### config.mk
export PLATFORM = sky130hd
export DESIGN_NAME = hybrid_bus_arbiter
export DESIGN_NICKNAME = d
export VERILOG_FILES = /design/src/rtl/hba_pkg.sv /design/src/rtl/hba_level_pick.sv /design/src/rtl/hba_chain.sv /design/src/rtl/hba_preempt.sv /design/src/rtl/hybrid_bus_arbiter.sv
export SDC_FILE = /design/constraint.sdc
export NUM_CORES = 1
export LEC_CHECK = 0
export BUFFER_PORTS_ARGS = -buffer_cell sky130_fd_sc_hd__buf_2
export CAP_MARGIN = 30
export CELL_PAD_IN_SITES_DETAIL_PLACEMENT = 1
export CELL_PAD_IN_SITES_GLOBAL_PLACEMENT = 1
export CORE_MARGIN = 10
export CORE_UTILIZATION = 36
export CTS_CLUSTER_DIAMETER = 50
export DETAILED_ROUTE_END_ITERATION = 16
export GPL_TIMING_DRIVEN = 1
export MAX_ROUTING_LAYER = met4
export PLACE_DENSITY_LB_ADDON = 0.2
export SYNTH_ARGS = -nofsm -noshare
export SYNTH_HDL_FRONTEND = slang
export SYNTH_SLANG_ARGS = --single-unit
### constraint.sdc
create_clock -name clk -period 2.8 [get_ports clk]
set_clock_uncertainty 0.05 [all_clocks]
set_input_delay 0.7 -clock clk [delete_from_list [all_inputs] [get_ports clk]]
set_output_delay 0.7 -clock clk [all_outputs]
set_load 0.005 [all_outputs]
### src/rtl/hba_pkg.sv
package hba_pkg;

    localparam int NUM_LVL = 4;
    localparam int LVL_W   = $clog2(NUM_LVL);

    typedef enum logic [0:0] {
        ST_IDLE  = 1'b0,
        ST_OWNED = 1'b1
    } own_state_e;

    typedef struct packed {
        logic             fixed;
        logic [LVL_W-1:0] lvl;
    } owner_t;

    // Level at rank distance d (1 = next) below the last granted one.
    function automatic logic [LVL_W-1:0] rot_index(input logic [LVL_W-1:0] last,
                                                   input int d);
        return LVL_W'((int'(last) + NUM_LVL - d) % NUM_LVL);
    endfunction

endpackage

### src/rtl/hba_level_pick.sv
module hba_level_pick
    import hba_pkg::*;
(
    input  logic [NUM_LVL-1:0] req,
    input  logic               rot,
    input  logic [LVL_W-1:0]   last,
    output logic               any,
    output logic [LVL_W-1:0]   win
);
    logic [LVL_W-1:0] fix_win;
    logic [LVL_W-1:0] rot_win;

    always_comb begin
        fix_win = '0;
        for (int i = 0; i < NUM_LVL; i++) begin
            if (req[i]) fix_win = LVL_W'(i);
        end
        rot_win = '0;
        for (int d = NUM_LVL; d >= 1; d--) begin
            if (req[rot_index(last, d)]) rot_win = rot_index(last, d);
        end
    end

    assign any = |req;
    assign win = rot ? rot_win : fix_win;
endmodule

### src/rtl/hba_chain.sv
module hba_chain #(
    parameter int LEN = 3
) (
    input  logic           gin,
    input  logic [LEN-1:0] want,
    output logic [LEN-1:0] gout
);
    logic [LEN:0] carry;

    assign carry[0] = gin;

    for (genvar i = 0; i < LEN; i++) begin : g_link
        assign gout[i]    = carry[i] & want[i];
        assign carry[i+1] = carry[i] & ~want[i];
    end
endmodule

### src/rtl/hba_preempt.sv
module hba_preempt
    import hba_pkg::*;
(
    input  logic [NUM_LVL-1:0] req,
    input  logic [LVL_W-1:0]   owner,
    output logic               higher
);
    always_comb begin
        higher = 1'b0;
        for (int i = 0; i < NUM_LVL; i++) begin
            if (req[i] && (LVL_W'(i) > owner)) higher = 1'b1;
        end
    end
endmodule

### src/rtl/hybrid_bus_arbiter.sv
module hybrid_bus_arbiter
    import hba_pkg::*;
#(
    parameter int CHAIN_LEN = 3
) (
    input  logic                           clk,
    input  logic                           rst,
    input  logic                           rot_mode_i,
    input  logic [NUM_LVL-1:0]             lvl_req_i,
    input  logic [NUM_LVL*CHAIN_LEN-1:0]   want_i,
    input  logic                           busy_i,
    output logic [NUM_LVL-1:0]             lvl_gnt_o,
    output logic [NUM_LVL*CHAIN_LEN-1:0]   mst_gnt_o,
    output logic                           bclr_n_o
);
    localparam int NUM_MST = NUM_LVL * CHAIN_LEN;

    own_state_e          st_q;
    owner_t              own_q;
    logic [LVL_W-1:0]    last_q;
    logic [NUM_LVL-1:0]  lvl_gnt_q;
    logic [NUM_MST-1:0]  mst_gnt_q;
    logic                bclr_n_q;

    logic                pick_any;
    logic [LVL_W-1:0]    pick_win;
    logic [NUM_LVL-1:0]  win_onehot;
    logic [NUM_MST-1:0]  chain_gnt;
    logic                higher_req;

    hba_level_pick u_pick (
        .req  (lvl_req_i),
        .rot  (rot_mode_i),
        .last (last_q),
        .any  (pick_any),
        .win  (pick_win)
    );

    assign win_onehot = pick_any ? (NUM_LVL'(1) << pick_win) : '0;

    for (genvar l = 0; l < NUM_LVL; l++) begin : g_lvl
        hba_chain #(.LEN(CHAIN_LEN)) u_chain (
            .gin  (win_onehot[l]),
            .want (want_i[l*CHAIN_LEN +: CHAIN_LEN]),
            .gout (chain_gnt[l*CHAIN_LEN +: CHAIN_LEN])
        );
    end

    hba_preempt u_pre (
        .req    (lvl_req_i),
        .owner  (own_q.lvl),
        .higher (higher_req)
    );

    always_ff @(posedge clk) begin
        if (rst) begin
            st_q      <= ST_IDLE;
            own_q     <= '0;
            last_q    <= '0;
            lvl_gnt_q <= '0;
            mst_gnt_q <= '0;
            bclr_n_q  <= 1'b1;
        end else begin
            case (st_q)
                ST_IDLE: begin
                    bclr_n_q <= 1'b1;
                    if (pick_any && !busy_i) begin
                        st_q      <= ST_OWNED;
                        own_q     <= '{fixed: !rot_mode_i, lvl: pick_win};
                        last_q    <= pick_win;
                        lvl_gnt_q <= win_onehot;
                        mst_gnt_q <= chain_gnt;
                    end
                end
                ST_OWNED: begin
                    if (!busy_i) begin
                        st_q      <= ST_IDLE;
                        lvl_gnt_q <= '0;
                        mst_gnt_q <= '0;
                        bclr_n_q  <= 1'b1;
                    end else begin
                        bclr_n_q  <= !(own_q.fixed && higher_req);
                    end
                end
                default: st_q <= ST_IDLE;
            endcase
        end
    end

    assign lvl_gnt_o = lvl_gnt_q;
    assign mst_gnt_o = mst_gnt_q;
    assign bclr_n_o  = bclr_n_q;
endmodule

* Word level (Yosys, flattened, before mapping)
Cells that the tools add are included.
W data, S select, Z words.
** Cells by class
- $add $sub $neg :: 5
- Order comparisons :: 8
- Equality and inequality tests :: 2
- Shift-type cells :: 1
- Mux-type cells :: 32
- Bitwise gates (word level) :: 29
- Reductions and logical operators :: 12
** Operators with widths (count)
- $mux W12 :: 2
- $pmux W12 S2 :: 1
- $and A1 B1 Y1 :: 20
- $mux W2 :: 7
- $lt A2 B3 Y1 const B :: 4
- $mux W1 :: 12
- $mux W4 :: 3
- $not A1 Y1 :: 9
- $bmux W1 S2 :: 4
- $pmux W4 S2 :: 1
- $logic_and A1 B1 Y1 :: 6
- $gt A1 B2 Y1 const A :: 2
- $gt A2 B2 Y1 const A :: 2
- $ne A2 B2 Y1 const B :: 2
- $pmux W1 S2 :: 2
- $reduce_and A2 Y1 :: 2
- $reduce_or A4 Y1 :: 1
- $shl A1 B2 Y4 const A :: 1
- $sub A2 B1 Y2 const B :: 2
- $sub A2 B2 Y2 const B :: 2
- $logic_not A1 Y1 :: 3
- $add A2 B1 Y2 const B :: 1
** Word-level totals
- Register bits :: 21
- Output and inout bits :: 17

* Longest topological paths before layout
- Depth in word-level cells :: 16
- Mapped depth :: 8

* Modules after synthesis
Synthesis repeated with hierarchy kept, for this count alone.
** Second synthesis, totals
- Cells, all modules :: 100
- Area, all modules :: 1039.7 µm²
** By module, submodules not included
- hybrid_bus_arbiter :: times used 1, cells each 66, area an instance 798.3 µm², seq. area each 420.4 µm²
- hba_chain :: times used 4, cells each 3, area an instance 30.0 µm², seq. area each 0.0 µm²
- hba_level_pick :: times used 1, cells each 18, area an instance 102.6 µm², seq. area each 0.0 µm²
- hba_preempt :: times used 1, cells each 4, area an instance 18.8 µm², seq. area each 0.0 µm²

* Worst setup path before layout
OpenSTA, ideal clock, no wires.
- Kind :: input port to flip-flop
- Start point :: input port lvl_req_i[2]
- End point :: register lvl_gnt_q[0] (netlist: lvl_gnt_o[0])
- Data arrival time :: 2.026 ns
- Data required time :: 2.633 ns
- Path slack :: 0.607 ns
- Stages on the path :: 4
- Path buffers :: 0
- Cells stage by stage :: mux4_1 -> a31oi_2 -> mux2_2 -> a32o_1
** On the way
- Cells in the longest elaborated chain, start to end :: 11
** Ends and longest elaborated chain
- start, declared :: line hybrid_bus_arbiter.sv:9 : input logic [NUM_LVL-1:0] lvl_req_i,
- $bmux W1 S2 :: line hba_level_pick.sv:20 : if (req[rot_index(last, d)]) rot_win = rot_index(last, d);
- $mux W1 (implied by the code) :: line hba_level_pick.sv:20
- $mux W2 (4 in series) :: line hba_level_pick.sv:20
- $mux W2 :: line hba_level_pick.sv:25 : assign win = rot ? rot_win : fix_win;
- $shl A1 B2 Y4 :: line hybrid_bus_arbiter.sv:39 : assign win_onehot = pick_any ? (NUM_LVL'(1) << pick_win) : '0;
- $mux W4 :: line hybrid_bus_arbiter.sv:39
- $mux W4 :: line hybrid_bus_arbiter.sv:67 : if (pick_any && !busy_i) begin
- $pmux W4 S2 :: line hybrid_bus_arbiter.sv:64 : case (st_q)
- end signal, assigned :: line hybrid_bus_arbiter.sv:71 : lvl_gnt_q <= win_onehot;
- end, declared :: line hybrid_bus_arbiter.sv:21 : logic [NUM_LVL-1:0] lvl_gnt_q;
Parallel ways exist; a longest one is shown, timed or not. The select of a mux whose other input is x is not followed.
A chain may end at the register's enable or synchronous reset.

* Worst setup path after layout
- Start point :: register last_q[1]
- End point :: register mst_gnt_q[4] (netlist: mst_gnt_o[4])
** On the way
- Cells in the longest elaborated chain, start to end :: 15
** Ends and longest elaborated chain
- start, declared :: line hybrid_bus_arbiter.sv:20 : logic [LVL_W-1:0] last_q;
- start signal, assigned :: line hybrid_bus_arbiter.sv:70 : last_q <= pick_win;
- $add A2 B1 Y2 * :: line hba_pkg.sv:19 : return LVL_W'((int'(last) + NUM_LVL - d) % NUM_LVL);
- $sub A2 B1 Y2 :: line hba_pkg.sv:19
- $bmux W1 S2 :: line hba_level_pick.sv:20
- $mux W1 (implied by the code) :: line hba_level_pick.sv:20
- $mux W2 (3 in series) :: line hba_level_pick.sv:20
- $mux W2 * :: line hba_level_pick.sv:20
- $mux W2 * :: line hba_level_pick.sv:25
- $shl A1 B2 Y4 * :: line hybrid_bus_arbiter.sv:39
- $mux W4 * :: line hybrid_bus_arbiter.sv:39
- $and A1 B1 Y1 * :: line hba_chain.sv:14 : assign carry[i+1] = carry[i] & ~want[i];
- $and A1 B1 Y1 * :: line hba_chain.sv:13 : assign gout[i] = carry[i] & want[i];
- $mux W12 * :: line hybrid_bus_arbiter.sv:67
- $pmux W12 S2 * :: line hybrid_bus_arbiter.sv:64
- end signal, assigned :: line hybrid_bus_arbiter.sv:72 : mst_gnt_q <= chain_gnt;
- end, declared :: line hybrid_bus_arbiter.sv:22 : logic [NUM_MST-1:0] mst_gnt_q;
Mark *: on every way between the ends. The rest lies on a longest branch, timed or not. The select of a mux whose other input is x is not followed.

==> impl_summary.txt <==
----------------------------------------------------
[Clock tree]
  Number of gates given a new drive strength after cts ... 0
  H-tree level count ... 1
  Clock network latency to the later pin of the worst-skew pair ... 0.29 ns
  Clock tree from TritonCTS ... done
  Clock input transition at the sequential cells of the worst setup and hold paths ... around 0.11 ns
  Post-cts hold buffer count ... 0
  Inserted Clock Buffers ... 3
  Root Buffer Master ... sky130_fd_sc_hd__clkbuf_4
  Number of sinks handled by clock tree synthesis ... 21
  Number of post-CTS setup repair buffers ... 0
  Clock buffer depth ... 2

[Die]
  Y dimension of the die ... 75.53 µm
  Initial cell density of the core ... 0.3696
  Core region area ... 0.003003 mm²
  FP Rows ... 20
  Die width ... 75.53 µm
  Area of the die ... 0.005704 mm²
  Num ports ... 37

[Setup path]
  Worst setup path class ... flop to flop
  Element type at the critical path start ... flop
  Max Fanout on Critical Path ... 10
  Critical Path RT ... 2.99 ns
  CP Capture Type ... flop
  Library cell contributing the largest single delay on the critical path ... sky130_fd_sc_hd__mux2i_2
  Critical path buffer and inverter count ... 1
  Chain of cells forming the critical path ... inv_1 > ha_1 > mux4_1 > a31oi_2 > mux2i_2 > a32o_1
  Kind of cell adding the most delay to the critical path ... multiplexers
  Slowest Stage Delay on Critical Path ... 0.54 ns
  Arrival time at the worst endpoint ... between 2 and 3 ns

[Synth]
  Most used flip-flop cell after synthesis ... sky130_fd_sc_hd__dfxtp_1
  Yosys top cell by area ... sky130_fd_sc_hd__dfxtp_1
  Portion of synthesized cell area occupied by the leading cell type ... 0.3788
  Simple-gate share of the synthesized area ... 0.1725
  Syn nets ... 135
  Async set-reset flop share out of synthesis ... 0
  Multiplexer area fraction after synthesis ... 0.1195
  Arithmetic-cell share of the synthesized area counting full adders, half adders and majority gates ... 0.03382
  Post-synthesis share of cell area spent on xor and xnor gates ... 0
  Cells after synthesis ... around 110
  Yosys cell types ... 36
  Cell area after synthesis ... 0.001110 mm²
  Compound-gate portion of the synthesized area ... 0.2503
  Post-synthesis sequential area ratio ... 0.3788
  Cell types occupying the most area after synthesis ... sky130_fd_sc_hd__dfxtp_1 (38%), sky130_fd_sc_hd__a32o_1 (7.2%), sky130_fd_sc_hd__o31ai_1 (5.4%)
  Warning count from the yosys run ... 0
  EDFF count, synth ... 0
  Avg Synthesized Cell Area ... ~10 µm²
  Seq cells post-synth ... 21
  Main combinational cell family by area after synthesis ... compound AO/OA/AOI/OAI gates

[Power]
  Power density over cell area ... 481.1 mW/mm²
  Leakage power summed over all cells ... 0.5700 nW
  Maximum resistive drop on vdd ... 0.1800 mV

[Global routing]
  Number of antenna violations at the first check in global routing ... 0
  Wire length of the first global-routing pass ... 4.940 mm
  Via count of the first global-routing pass ... 1,057
  Grt ovf ... 0
  Global-route usage over all layers ... 0.1130
  Largest net degree at the start of global routing ... 17

[Final layout]
  Relative area change from synthesis to final layout ... 22.77%
  Final #Nets ... 176
  Final core utilization ... 0.4538
  Antenna diode instance count ... 0
  Layout cells sized above 1 ... 0.3618

[Detailed routing]
  Final Routed Wirelength ... 3.015 mm
  Post-route DRC violation count ... 0
  Number of DRC violations after detailed-routing iteration 0 ... 48
  Router iterations before antenna repair ... 3
  Per-cell via count in the routed design ... 5.632
  Count of vias placed by the detailed router ... 1,042
  Routed wire length per instance ... 16.30 µm
  DRT antenna net count ... 0

[Timing]
  Aggregate negative setup slack ... 0 ns
  Maximum operating frequency ... 413.3 MHz
  Final clock period utilization by the worst path ... 0.8641
  RSZ-0062 raised after global routing ... false
  Setup slack of the critical path after layout ... 0.3806 ns
  Hold Vio Cnt, Final ... 0
  Transition at the pin with the smallest max-transition slack ... 0.5427 ns
  Max-slew violation count ... 0
  Final Critical Period ... 2.419 ns
  Final setup violating endpoints ... 0
  Slew HR ... 0.6310

[Placed design]
  Quantity of I/O buffers inserted on ports ... 36
  Final estimated routing congestion in global placement ... approximately 0.8
  Place WS ... between 0.2 and 0.3 ns
  Dpl hpwl ... 2.463 mm

[Worst hold path]
  Min-delay worst type ... flop to flop

[Status]
  Run status ... finished, final reports clean

[Run]
  Total of max-cap violations ... 0

----------------------------------------------------
[routing by layer]
metal,GRT usage,part of all wire
met1,0.1260,0.44
met2,0.1926,0.50
met3,0.03255,0.052
met4,0.03093,0.0063
met5,-,0
[final cells by class]
class                      instances  area [µm²]
clock buffer                       4       26.28
tap                               33       41.29
multi-input combinational         82       645.6
fill                             370        1640
sequential                        21       420.4
inverter                           5       18.77
timing repair buffer              40       210.2
[worst register-to-register path, delay by kind of cell (launching register included)]
kind / cells / cell delay, ns
mux: 2 / 0.88
compound gates: 2 / 0.47
flops: 1 / 0.46
fa+ha+maj: 1 / 0.40
buf+inv: 1 / 0.11
[synth_stat cells (all sizes together), types with 2 or more instances]
| master | number |
|---|---|
| a211oi | 4 |
| a21oi | 2 |
| a221oi | 2 |
| a32o | 8 |
| buf | 3 |
| dfxtp | 21 |
| ha | 3 |
| inv | 5 |
| mux2 | 3 |
| mux2i | 2 |
| mux4 | 3 |
| nand2 | 15 |
| nand3 | 3 |
| nor2 | 8 |
| nor3 | 2 |
| nor3b | 3 |
| nor4 | 2 |
| o21ai | 5 |
| o31ai | 8 |
[registers in the layout (all words and copies together), names as in the netlist]
register   flops
lvl_gnt_o      4
own_q          1
bclr_n_o       1
st_q           1
mst_gnt_o     12
last_q         2
[report_power, final]
group	internal (mW)	total, mW	switching (mW)
combinational	0.0823	0.190	0.108
sequential	0.313	0.323	0.0102
clock	0.0554	0.142	0.0863
[cell usage in the layout (no fill, tap or decap), types with 2 or more instances in the layout]
master,instances
sky130_fd_sc_hd__buf_2,36
sky130_fd_sc_hd__a32o_1,8
sky130_fd_sc_hd__nor2_1,8
sky130_fd_sc_hd__nand2_1,15
sky130_fd_sc_hd__a21oi_1,2
sky130_fd_sc_hd__nand3_1,3
sky130_fd_sc_hd__clkbuf_4,3
sky130_fd_sc_hd__a211oi_1,4
sky130_fd_sc_hd__mux2_2,3
sky130_fd_sc_hd__nor4_2,2
sky130_fd_sc_hd__inv_1,4
sky130_fd_sc_hd__o31ai_1,8
sky130_fd_sc_hd__mux4_1,2
sky130_fd_sc_hd__o21ai_0,5
sky130_fd_sc_hd__nor3b_1,3
sky130_fd_sc_hd__dfxtp_1,21
sky130_fd_sc_hd__buf_4,4
sky130_fd_sc_hd__ha_1,3
[cell families (layout without fill, tap and decap cells)]
| group | after synthesis | count (layout) |
|---|---|---|
| fa+ha+maj | 3 | 3 |
| flops | 21 | 21 |
| mux | 8 | 8 |
| simple gates | 37 | 37 |
| compound gates | 34 | 34 |
| buf+inv | 9 | 49 |
[final timing paths]
kind / start / end / slack, ns / cells after the start
max: last_q[1] / mst_gnt_o[4] / 0.38 / 6
min reg2reg: mst_gnt_o[3] / mst_gnt_o[3] / 0.40 / 2
max reg2reg: last_q[1] / mst_gnt_o[4] / 0.38 / 6
min: mst_gnt_o[3] / mst_gnt_o[3] / 0.40 / 2
[stage by stage]
step | cell area, µm² | std cells | hold WS (ns) | total power [mW]
after floorplan | 1110 | 112 | 0.3995 | 0.4589
after global placement | 1329 | 180 | 0.3773 | 0.5145
after detailed placement | 1336 | 181 | 0.3852 | 0.5239
after CTS | 1363 | 185 | 0.4086 | 0.6665
after global routing | 1363 | 185 | 0.4352 | 0.7018
final | 1363 | 185 | 0.4037 | 0.6556
No activity file was read; power rests on OpenSTA's default activity.
